<file path="src/rtl/dma_req_pkg.sv">
package dma_req_pkg;

   // Edge-mode sequencer states
   typedef enum logic [1:0] {
      QST_IDLE   = 2'd0,  // channel off or level mode
      QST_ACCEPT = 2'd1,  // waiting for a low sample
      QST_HELD   = 2'd2,  // request pending toward engine
      QST_REARM  = 2'd3   // activated; waiting for high sample and cycle end
   } qual_state_e;

   localparam int unsigned MIN_SYNC_STAGES = 2;

endpackage

</file>
<file path="src/rtl/dma_req_sync.sv">
module dma_req_sync #(
   parameter int unsigned STAGES    = 2,
   parameter logic        RESET_VAL = 1'b1
) (
   input  logic clk,
   input  logic rst_n,
   input  logic d_async,
   output logic q_sync
);
   import dma_req_pkg::*;

   if (STAGES < MIN_SYNC_STAGES) begin : g_bad_stages
      $error("dma_req_sync: STAGES must be at least %0d", MIN_SYNC_STAGES);
   end

   logic [STAGES-1:0] chain_q;

   for (genvar i = 0; i < STAGES; i++) begin : g_stage
      if (i == 0) begin : g_first
         always_ff @(posedge clk or negedge rst_n) begin
            if (!rst_n) chain_q[0] <= RESET_VAL;
            else        chain_q[0] <= d_async;
         end
      end else begin : g_next
         always_ff @(posedge clk or negedge rst_n) begin
            if (!rst_n) chain_q[i] <= RESET_VAL;
            else        chain_q[i] <= chain_q[i-1];
         end
      end
   end

   assign q_sync = chain_q[STAGES-1];

endmodule

</file>
<file path="src/rtl/dma_req_edge_fsm.sv">
module dma_req_edge_fsm (
   input  logic clk,
   input  logic rst_n,
   input  logic restart,       // configuration write this cycle
   input  logic restart_arm,   // write enables channel in edge mode
   input  logic active,        // channel enabled and in edge mode
   input  logic pin_lo,        // synchronized pin sampled low
   input  logic act_start,
   input  logic cycle_end,
   output logic pending,
   output logic accepting
);
   import dma_req_pkg::*;

   qual_state_e state_q, state_d;
   logic        hi_seen_q, hi_seen_d;
   logic        end_seen_q, end_seen_d;
   logic        hi_now, end_now;

   assign hi_now  = hi_seen_q | ~pin_lo;
   assign end_now = end_seen_q | cycle_end;

   always_comb begin
      state_d    = state_q;
      hi_seen_d  = hi_seen_q;
      end_seen_d = end_seen_q;
      if (restart) begin
         state_d    = restart_arm ? QST_ACCEPT : QST_IDLE;
         hi_seen_d  = 1'b0;
         end_seen_d = 1'b0;
      end else if (!active) begin
         state_d    = QST_IDLE;
         hi_seen_d  = 1'b0;
         end_seen_d = 1'b0;
      end else begin
         unique case (state_q)
            QST_IDLE:   state_d = QST_IDLE;
            QST_ACCEPT: if (pin_lo) state_d = QST_HELD;
            QST_HELD: begin
               if (act_start) begin
                  state_d    = QST_REARM;
                  hi_seen_d  = 1'b0;
                  end_seen_d = 1'b0;
               end
            end
            QST_REARM: begin
               if (hi_now && end_now) begin
                  state_d    = QST_ACCEPT;
                  hi_seen_d  = 1'b0;
                  end_seen_d = 1'b0;
               end else begin
                  hi_seen_d  = hi_now;
                  end_seen_d = end_now;
               end
            end
            default: state_d = QST_IDLE;
         endcase
      end
   end

   always_ff @(posedge clk or negedge rst_n) begin
      if (!rst_n) begin
         state_q    <= QST_IDLE;
         hi_seen_q  <= 1'b0;
         end_seen_q <= 1'b0;
      end else begin
         state_q    <= state_d;
         hi_seen_q  <= hi_seen_d;
         end_seen_q <= end_seen_d;
      end
   end

   assign pending   = (state_q == QST_HELD);
   assign accepting = (state_q == QST_ACCEPT);

endmodule

</file>
<file path="src/rtl/dma_req_level_path.sv">
module dma_req_level_path (
   input  logic clk,
   input  logic rst_n,
   input  logic restart,
   input  logic active,   // channel enabled and in level mode
   input  logic pin_lo,
   output logic pending
);

   always_ff @(posedge clk or negedge rst_n) begin
      if (!rst_n)       pending <= 1'b0;
      else if (restart) pending <= 1'b0;
      else              pending <= active & pin_lo;
   end

endmodule

</file>
<file path="src/rtl/dma_req_edge_ctrl.sv">
module dma_req_edge_ctrl #(
   parameter int unsigned SYNC_STAGES = 2,
   parameter logic        PIN_IDLE    = 1'b1
) (
   input  logic clk,
   input  logic rst_n,
   input  logic cfg_wr,
   input  logic cfg_en,
   input  logic cfg_edge,
   input  logic req_pin_n,
   input  logic act_start,
   input  logic cycle_end,
   output logic req_pending,
   output logic accept_en
);

   logic en_q, edge_q;
   logic pin_sync, pin_lo;
   logic edge_active, level_active;
   logic edge_pend, edge_acc, level_pend;

   always_ff @(posedge clk or negedge rst_n) begin
      if (!rst_n) begin
         en_q   <= 1'b0;
         edge_q <= 1'b1;
      end else if (cfg_wr) begin
         en_q   <= cfg_en;
         edge_q <= cfg_edge;
      end
   end

   dma_req_sync #(
      .STAGES    (SYNC_STAGES),
      .RESET_VAL (PIN_IDLE)
   ) u_sync (
      .clk     (clk),
      .rst_n   (rst_n),
      .d_async (req_pin_n),
      .q_sync  (pin_sync)
   );

   assign pin_lo       = ~pin_sync;
   assign edge_active  = en_q & edge_q;
   assign level_active = en_q & ~edge_q;

   dma_req_edge_fsm u_edge (
      .clk         (clk),
      .rst_n       (rst_n),
      .restart     (cfg_wr),
      .restart_arm (cfg_en & cfg_edge),
      .active      (edge_active),
      .pin_lo      (pin_lo),
      .act_start   (act_start),
      .cycle_end   (cycle_end),
      .pending     (edge_pend),
      .accepting   (edge_acc)
   );

   dma_req_level_path u_level (
      .clk     (clk),
      .rst_n   (rst_n),
      .restart (cfg_wr),
      .active  (level_active),
      .pin_lo  (pin_lo),
      .pending (level_pend)
   );

   assign req_pending = edge_q ? edge_pend : level_pend;
   assign accept_en   = edge_q ? edge_acc  : en_q;

endmodule

</file>
<file path="config.mk">
export PLATFORM = sky130hd
export DESIGN_NAME = dma_req_edge_ctrl
export DESIGN_NICKNAME = d
export VERILOG_FILES = /design/src/rtl/dma_req_pkg.sv /design/src/rtl/dma_req_sync.sv /design/src/rtl/dma_req_edge_fsm.sv /design/src/rtl/dma_req_level_path.sv /design/src/rtl/dma_req_edge_ctrl.sv
export SDC_FILE = /design/constraint.sdc
export NUM_CORES = 1
export LEC_CHECK = 0
export BUFFER_PORTS_ARGS = -buffer_cell sky130_fd_sc_hd__buf_4
export CAP_MARGIN = 10
export CORE_MARGIN = 1
export CORE_UTILIZATION = 25
export CTS_CLUSTER_SIZE = 24
export DETAILED_ROUTE_END_ITERATION = 6
export HOLD_SLACK_MARGIN = 0.03
export PLACE_DENSITY_LB_ADDON = 0.3
export SYNTH_ARGS = -nofsm -noshare
export SYNTH_HDL_FRONTEND = slang
export SYNTH_HIERARCHICAL = 1
export SYNTH_SLANG_ARGS = --single-unit
</file>
<file path="constraint.sdc">
create_clock -name clk -period 2.3 [get_ports clk]
set_input_delay 0.46 -clock clk [delete_from_list [all_inputs] [get_ports clk]]
set_output_delay 0.46 -clock clk [all_outputs]
set_load 0.1 [all_outputs]
</file>
==> results.yml, run 1 <==
status:
  outcome: "complete, no violations"
setup_path:
  r2r_start: "u_edge/state_q[0]$_DFFE_PN0P_"
  arrival_ns: 1.49
  required_ns: 1.84
  crit_path_start_kind: "register"
  cp_max_fo: 3
  worstSetupPathType: "register to output port"
  endpoint: "req_pending"
  reg2reg_slack_ns: 0.75
  reg2reg_depth: 6
  r2r-end: "u_edge/state_q[1]$_DFFE_PN0P_"
  crit_start: "u_edge/state_q[0]$_DFFE_PN0P_"
  end_kind: "output port"
pwr:
  p_per_area_nw_per_um2: 555
  peakVddDrop_v: 0.000336
  p_leak_nw: 0.304
sta:
  fin_skew_ns: 0.00591
  grt_setup_unrepaired: "no"
  tightest_slew_ns: 0.278
  worst_slack_ns: 0.350
  max_slew_margin_pct: 81.7
  hold_viol: 0
  min_period_over_period_pct: 84.8
  setup_viol: 0
  fin_tns_setup_ns: 0
  min_period_ns: 1.95
  maxSlewViolCount: 0
  max_freq_mhz: 513
clock_network:
  path_clk_slew_ns: 0.07
  cts_tree: "done"
  cts_buffer_depth: 2
  clkLatencyLatePin_ns: 0.27
  cts_root_buffer: "clkbuf_4"
  htreeDepth: 1
  cts_sinks: 9
  cts_buffers: 3
floorplanning:
  rows: 16
  dieArea_um2: 2320
  start_util_pct: 26.9
  die_h_um: 48.2
  io_pins: 10
  dieWidth_um: 48.2
  core_area_um2: 1980
place:
  place_area_um2: 634
  pre_cts_slack_ns: 0.642
  finalWeightedCongestion: 0.669
  io_buffers: 9
  dpl.hpwl_um: 710
  place_inst: 83
yosys:
  yosys.area.top_type: "dfrtp_1"
  ys_ff_latch: 9
  syn_avg_cell_area_um2: 11.3
  synth_area_leaders: "dfrtp_1, dfstp_2, ha_1"
  ys_warn_count: 6
  syn_area_um2: 533
  ys_types: 21
  synth.net_count: 59
  netlist_instances: 47
  yosysSeqAreaShare_pct: 43.0
  yosysTopAreaCellShare_pct: 28.2
grt:
  grtUsageTotal_pct: 10.1
  grt_pass1_wl_mm: 1.50
  grt_start_max_net_pins: 10
  grt_pass1_vias: 335
  grt_overflow_total: 0
  antenna_found_initial: 0
layout:
  mostFrequentLayoutCell: "buf_4"
  fin_util_pct: 33.9
  drive_gt1_share_pct: 47.5
  diodes: 0
  multiInputGateArea_um2: 285
  fin_nets: 74
  mostFrequentLayoutCells: "buf_4, dfrtp_1, inv_1, a21oi_1"
  syn_to_final_growth_pct: 26.1
  layout.cells.non_filler: 88
  design_area_um2: 672
  regArea_um2: 229
  fillers: 214
route:
  wl_per_cell_um: 10.7
  wl_um: 944
  drtIter0Drc: 1
  drc_errors: 0
  vias: 379
  drtAntennaViolNets: 0
  firstDrtPassIters: 4
  vias_per_cell: 4.31
flow_run:
  max_cap_viol_count: 0
worst_hold_path:
  hp-class: "primary input to register"
sequential cells by signal (all words and copies together), names as in the netlist:
register	count
u_sync/chain_q	1
u_sync/q_sync	1
u_edge/end_seen_q	1
u_edge/hi_seen_q	1
u_edge/state_q	2
en_q	1
edge_q	1
u_level/pending	1
Yosys cell counts (all sizes together):
master and number:
dfrtp 6, a21oi 5, inv 5, ha 4, mux2 4, nor2b 4
dfstp 3, o21ai 3, and2 2, nand3 2, nor2 2, a22o 1
and2b 1, and3 1, and3b 1, mux2i 1, nor4 1, o31ai 1
cell type report:
cell class	instances	area share (%)
multi-input cells	33	42.5
flip-flops and latches	9	34.1
repair buffers	10	11.5
well taps	27	5.03
clock buffers	3	3.35
inverters	5	2.79
clock inverters	1	0.745
per-stage QoR:
| stage | hold slack (ns) | power (mW) |
|---|---|---|
| after floorplan | 0.164 | 0.227 |
| after global routing | 0.277 | 0.397 |
| final | 0.302 | 0.373 |
| after detailed placement | 0.293 | 0.252 |
| after global placement | 0.291 | 0.251 |
| after CTS | 0.291 | 0.380 |
routing by layer:
metal / vias to the layer above / global-route usage [%] / routed length (um) / part of all wire (%)
li1: 195 / - / - / -
met1: 176 / 12.8 / 441 / 47
met2: 6 / 13.9 / 446 / 47
met3: 2 / 6.67 / 48 / 5.1
met4: 0 / 3.33 / 7 / 0.74
met5: - / 0 / 0 / 0
power breakdown:
group	total, mW	internal [mW]	switching [mW]
logic	0.0739	0.0301	0.0438
clock network	0.123	0.0642	0.0586
registers	0.176	0.170	0.00640
worst min path at each step:
stage,from,end,slack (ns),cells past startpoint
finish,req_pin_n,u_sync/chain_q[0]$_DFF_PN1_,0.30,1
global route,req_pin_n,u_sync/chain_q[0]$_DFF_PN1_,0.28,1
CTS,req_pin_n,u_sync/chain_q[0]$_DFF_PN1_,0.29,1
detailed placement,rst_n,u_level/pending$_DFF_PN0_,0.29,1
global placement,rst_n,u_level/pending$_DFF_PN0_,0.29,1
floorplan,rst_n,en_q$_DFFE_PN0P_,0.16,0
critical path, cell delays in order, from the launching register on:
cell     delay [ns]
dfrtp_1        0.39
inv_1          0.10
ha_1           0.24
mux2_2         0.27
buf_4          0.23
cells by family after synthesis:
family	after synthesis	share of synthesized area, %
flops	9	43.0
simple gates	14	18.5
buf+inv	5	3.52
compound gates	10	15.3
mux	5	10.3
fa+ha+maj	4	9.39
what timing repair did:
item | CTS | global route
hold buffers | 1 | 0
buffers inserted | 0 | 0
endpoints found under the hold margin | 6 | 0
gates resized for setup | 0 | 0
(Power assumes the default switching activity.)
==> run 2: changes to the inputs <==
Settings changed: ABC_AREA set to 1.
Clock period 2.3 ns to 1.98 ns, I/O delays scaled along.
==> run 2 against run 1 <==
Against the previous run: core utilization is 0.60 points higher; setup slack worse by 0.14 ns; sequential power rose by 15%; combinational power is 4.6% higher; routed wire length grew 12%; worst hold slack worse by 0.064 ns; critical endpoint is now accept_en.
==> results.yml, run 2 <==
yosys:
  synth_async_sr_flop_share_pct: 100
  synth_edf_count: 0
  syn_area_um2: 566
  ys_types: 14
  synth_ff_type: "dfrtp_1"
  synth_most_common_cell: "nand2_1"
  ys_ff_latch: 9
  yosysTopAreaCellShare_pct: 26.5
  synth.net_count: 91
  yosys.area.top_type: "dfrtp_1"
  syn_avg_cell_area_um2: 7.16
  netlist_instances: 79
  yosysSeqAreaShare_pct: 40.5
  synth_area_leaders: "dfrtp_1, nand2_1, dfstp_2"
  ys_top_cells_by_count: "nand2_1, inv_1, dfrtp_1"
  ys_warn_count: 6
sta:
  setup_viol: 0
  fin_tns_setup_ns: 0
  max_slew_margin_pct: 81.6
  fin_skew_ns: 0.00313
  grt_setup_unrepaired: "no"
  min_period_over_period_pct: 89.4
  hold_viol: 0
  tightest_slew_ns: 0.278
  timing.hold.ws_ns: 0.237
  max_freq_mhz: 565
  min_period_ns: 1.77
  maxSlewViolCount: 0
route:
  vias_per_cell: 4.07
  wl_mm: 1.05
  wl_per_cell_um: 8.78
  firstDrtPassIters: 4
  drc_errors: 0
  drtIter0Drc: 6
  drtAntennaViolNets: 0
  vias: 488
floorplanning:
  rows: 16
  start_util_pct: 27.7
  dieWidth_um: 49.6
  io_pins: 10
  dieArea_um2: 2460
  core_area_um2: 2040
  die_h_um: 49.6
place:
  io_buffers: 9
  dpl.hpwl_um: 829
  finalWeightedCongestion: 0.792
  place_area_um2: 667
clock_network:
  cts_buffers: 3
  cts_sinks: 9
  cts_setup_buffers: 0
  cts_hold_buf: 1
  clkLatencyLatePin_ns: 0.26
  cts_buffer_depth: 2
  path_clk_slew_ns: 0.07
  cts_tree: "done"
  post_cts_resized: 0
  htreeDepth: 1
  cts_root_buffer: "clkbuf_4"
setup_path:
  arrival_ns: 1.37
  cp_max_fo: 4
  required_ns: 1.58
  crit_start: "u_edge/state_q[1]$_DFFE_PN0P_"
  end_kind: "output port"
  worstSetupPathType: "register to output port"
  crit_path_start_kind: "register"
  r2r_start: "edge_q$_DFFE_PN1P_"
layout:
  drive_gt1_share_pct: 26.9
  fin_util_pct: 34.5
  fin_nets: 106
  largest_reg_flops: 2
  largest_register: "u_edge/state_q"
  mostFrequentLayoutCell: "nand2_1"
  design_area_um2: 704
  mostFrequentLayoutCells: "nand2_1, inv_1, buf_4"
  syn_to_final_growth_pct: 24.6
  diodes: 0
grt:
  grt_pass1_wl_mm: 1.98
  grt_overflow_total: 0
  grt_start_max_net_pins: 10
  grtUsageTotal_pct: 10.9
  grt_pass1_vias: 467
  antenna_found_initial: 0
pwr:
  peakVddDrop_v: 0.000321
  p_per_area_nw_per_um2: 601
  total_power_mw: 0.424
  p_leak_nw: 0.405
worst_hold_path:
  hp-class: "primary input to register"
  worstHoldStart: "req_pin_n"
status:
  outcome: "complete, no violations"
flow_run:
  max_cap_viol_count: 0
==> run 2: cell types whose count changed after synthesis, sizes merged, moves of 3 or more <==
cell / previous run / this run
a21oi: 5 / 1
inv: 5 / 19
mux2: 4 / 0
nand2: 0 / 35
nor2: 2 / 5
nor2b: 4 / 0
==> run 2: final cells by class <==
| cell class | instances | area, um2 |
|---|---|---|
| Sequential cell | 9 | 229 |
| Clock buffer | 3 | 22.5 |
| Clock inverter | 1 | 5.00 |
| Multi-Input combinational cell | 51 | 265 |
| Fill cell | 238 | 1340 |
| Timing Repair Buffer | 10 | 77.6 |
| Tap cell | 27 | 33.8 |
| Inverter | 19 | 71.3 |
==> run 2: cells by family after synthesis <==
group | Yosys count | synth area share (%)
adders and majority gates | 4 | 8.85
AOI/OAI and AO/OA | 2 | 1.77
and+or+nand+nor | 45 | 36.3
buffers and inverters | 19 | 12.6
DFF | 9 | 40.5
==> run 2: critical path: stages, from the launching register on <==
cell	delay, ns
dfrtp_1	0.42
inv_1	0.10
ha_1	0.19
nand2_1	0.06
nand2_1	0.06
buf_4	0.28
==> run 2: worst paths after layout <==
path                                                 to  cells past startpoint  slack, ns
min reg2reg                     u_sync/q_sync$_DFF_PN1_                      0       0.36
min in group asynchronous              en_q$_DFFE_PN0P_                      2       0.49
max                                           accept_en                      5       0.21
max in group asynchronous   u_sync/chain_q[0]$_DFF_PN1_                      2       1.27
min                         u_sync/chain_q[0]$_DFF_PN1_                      1       0.24
max reg2reg                u_edge/hi_seen_q$_DFFE_PN0P_                      7       0.72
==> run 2: per-layer routing <==
| metal | part of all wire (%) | global-route usage [%] |
|---|---|---|
| met4 | 1.9 | 8.57 |
| met2 | 42 | 14.0 |
| met1 | 51 | 15.2 |
| met3 | 4.3 | 2.78 |
| met5 | 0 | 0 |
==> run 2: where the power goes <==
group          leakage, nW  switching, mW  internal (mW)
logic                0.275         0.0518         0.0256
registers            0.112        0.00668          0.195
clock network       0.0177         0.0698         0.0745
total                0.405          0.128          0.295
==> run 2: metrics by stage <==
stage / cells / setup WS (ns)
after floorplan: 79 / 0.251
after global placement: 115 / 0.526
final: 120 / 0.211
after detailed placement: 115 / 0.490
after global routing: 120 / 0.103
after CTS: 120 / 0.207
==> run 3: changes to the inputs <==
--- a/config.mk
+++ b/config.mk
@@ -15,3 +15,3 @@
 export HOLD_SLACK_MARGIN = 0.03
-export PLACE_DENSITY_LB_ADDON = 0.3
+export PLACE_DENSITY = 0.4
 export SYNTH_ARGS = -nofsm -noshare
==> constraint.sdc (replaced) <==
create_clock -name clk -period 1.98 [get_ports clk]
set_input_delay 0.198 -clock clk [delete_from_list [all_inputs] [get_ports clk]]
set_output_delay 0.198 -clock clk [all_outputs]
set_load 0.1 [all_outputs]
==> run 3 against run 2 <==
Against the previous run: first-iteration DRC count unchanged; largest power group unchanged; setup slack better by 0.22 ns; core utilization up 0.43 points; sequential power about the same; combinational power up 2%; clock power about the same; critical path type unchanged; sequential cell count unchanged; final cell count up 0.83%; die area unchanged; non-clock buffer count up 1.
==> results.yml, run 3 (synthesis results as in run 2) <==
clock_network:
  cts_tree: "done"
  clkLatencyLatePin_ns: 0.25
  post_cts_resized: 0
  cts_setup_buffers: 0
  path_clk_slew_ns: 0.06
  htreeDepth: 1
  cts_buffers: 3
  cts_root_buffer: "clkbuf_4"
  cts_hold_buf: 1
  cts_sinks: 9
  cts_buffer_depth: 2
route:
  drtAntennaViolNets: 0
  wl_per_cell_um: 8.60
  wl_met3_um: 38
  wl_mm: 1.04
  drtIter0Drc: 6
  dr.max_layer_used: "met3"
  wl_met2_um: 448
  drc_errors: 0
  met1Wirelength_um: 553
  vias: 470
  firstDrtPassIters: 2
  vias_per_cell: 3.88
layout:
  fillers: 243
  syn_to_final_growth_pct: 26.1
  drive_gt1_share_pct: 25.5
  largest_reg_flops: 2
  fin_nets: 107
  mostFrequentLayoutCell: "nand2_1"
  largest_register: "u_edge/state_q"
  mostFrequentLayoutCells: "nand2_1, inv_1, buf_4"
  diodes: 0
grt:
  grt_pass1_wl_mm: 1.73
  grtUsageTotal_pct: 9.88
  grt_overflow_total: 0
  grt_pass1_vias: 444
  grt_start_max_net_pins: 10
  antenna_found_initial: 0
status:
  outcome: "complete, no violations"
floorplanning:
  die_h_um: 49.6
  dieArea_um2: 2460
  rows: 16
  start_util_pct: 27.7
  dieWidth_um: 49.6
  core_area_um2: 2040
  io_pins: 10
setup_path:
  cp_max_fo: 4
  worstSetupPathType: "register to output port"
  end_kind: "output port"
  arrival_ns: 1.35
  crit_path_start_kind: "register"
  reg2reg_slack_ns: 0.72
  required_ns: 1.78
sta:
  grt_setup_unrepaired: "no"
  hold_viol: 0
  min_period_ns: 1.55
  max_freq_mhz: 647
  tightest_slew_ns: 0.279
  fin_skew_ns: 0.00176
  maxSlewViolCount: 0
  setup_viol: 0
  fin_tns_setup_ns: 0
  worst_slack_ns: 0.434
  min_period_over_period_pct: 78.1
  max_slew_margin_pct: 81.6
pwr:
  comb_power_share_pct: 18.7
  p_clk_share_pct: 33.4
  p_leak_nw: 0.406
  p_per_area_nw_per_um2: 590
  peakVddDrop_v: 0.000386
  total_power_mw: 0.421
  p_int_mw: 0.300
  p_switching_mw: 0.121
  p_seq_share_pct: 47.9
  swShare_pct: 28.8
place:
  io_buffers: 9
  finalWeightedCongestion: 0.757
  pre_cts_slack_ns: 0.706
  dpl.hpwl_um: 829
worst_hold_path:
  hp-class: "primary input to register"
flow_run:
  max_cap_viol_count: 0
## run 3: per-layer routing
metal	track usage, %	up-vias
li1	-	256
met1	11.7	208
met2	15.1	6
met3	5.56	0
met4	2.86	0
met5	0	-
## run 3: metrics by stage
stage / area (um2) / std cells / hold WS (ns) / utilization (%)
final: 713 / 121 / 0.147 / 34.9
after CTS: 703 / 120 / 0.0342 / 34.4
after global routing: 713 / 121 / 0.158 / 34.9
after global placement: 667 / 115 / 0.0346 / 32.7
after detailed placement: 667 / 115 / 0.0345 / 32.7
after floorplan: 566 / 79 / -0.0976 / -
## run 3: critical path, cell delays in order, from the launching register on
cell and delay [ns]:
dfrtp_1 0.42, inv_1 0.09, ha_1 0.18, nand2_1 0.06, nand2_1 0.06, buf_4 0.28
## run 3: final cells by class
type | count | area (um2) | share of cell area, %
clock buffer | 4 | 26.3 | 3.68
inverter | 19 | 71.3 | 10.0
sequential | 9 | 229 | 32.1
tap | 27 | 33.8 | 4.74
multi-input combinational | 51 | 265 | 37.2
timing repair buffer | 11 | 87.6 | 12.3
## run 3: power by group through the flow
stage | registers, mW | logic [mW] | clock network (mW)
2_1_floorplan | 0.204 | 0.0497 | 0
3_3_place_gp | 0.205 | 0.0769 | 0
3_5_place_dp | 0.205 | 0.0768 | 0
4_1_cts | 0.202 | 0.0785 | 0.150
5_1_grt | 0.203 | 0.0869 | 0.160
6_report | 0.202 | 0.0786 | 0.141
## run 3: final timing paths
kind                                          startpoint                            end  cells past startpoint
max                        u_edge/state_q[1]$_DFFE_PN0P_                      accept_en                      5
min reg2reg                  u_sync/chain_q[0]$_DFF_PN1_        u_sync/q_sync$_DFF_PN1_                      0
min in group asynchronous                          rst_n               en_q$_DFFE_PN0P_                      2
max reg2reg                           edge_q$_DFFE_PN1P_  u_edge/end_seen_q$_DFFE_PN0P_                      7
max in group asynchronous                          rst_n        u_sync/q_sync$_DFF_PN1_                      2
min                                               cfg_en               en_q$_DFFE_PN0P_                      3
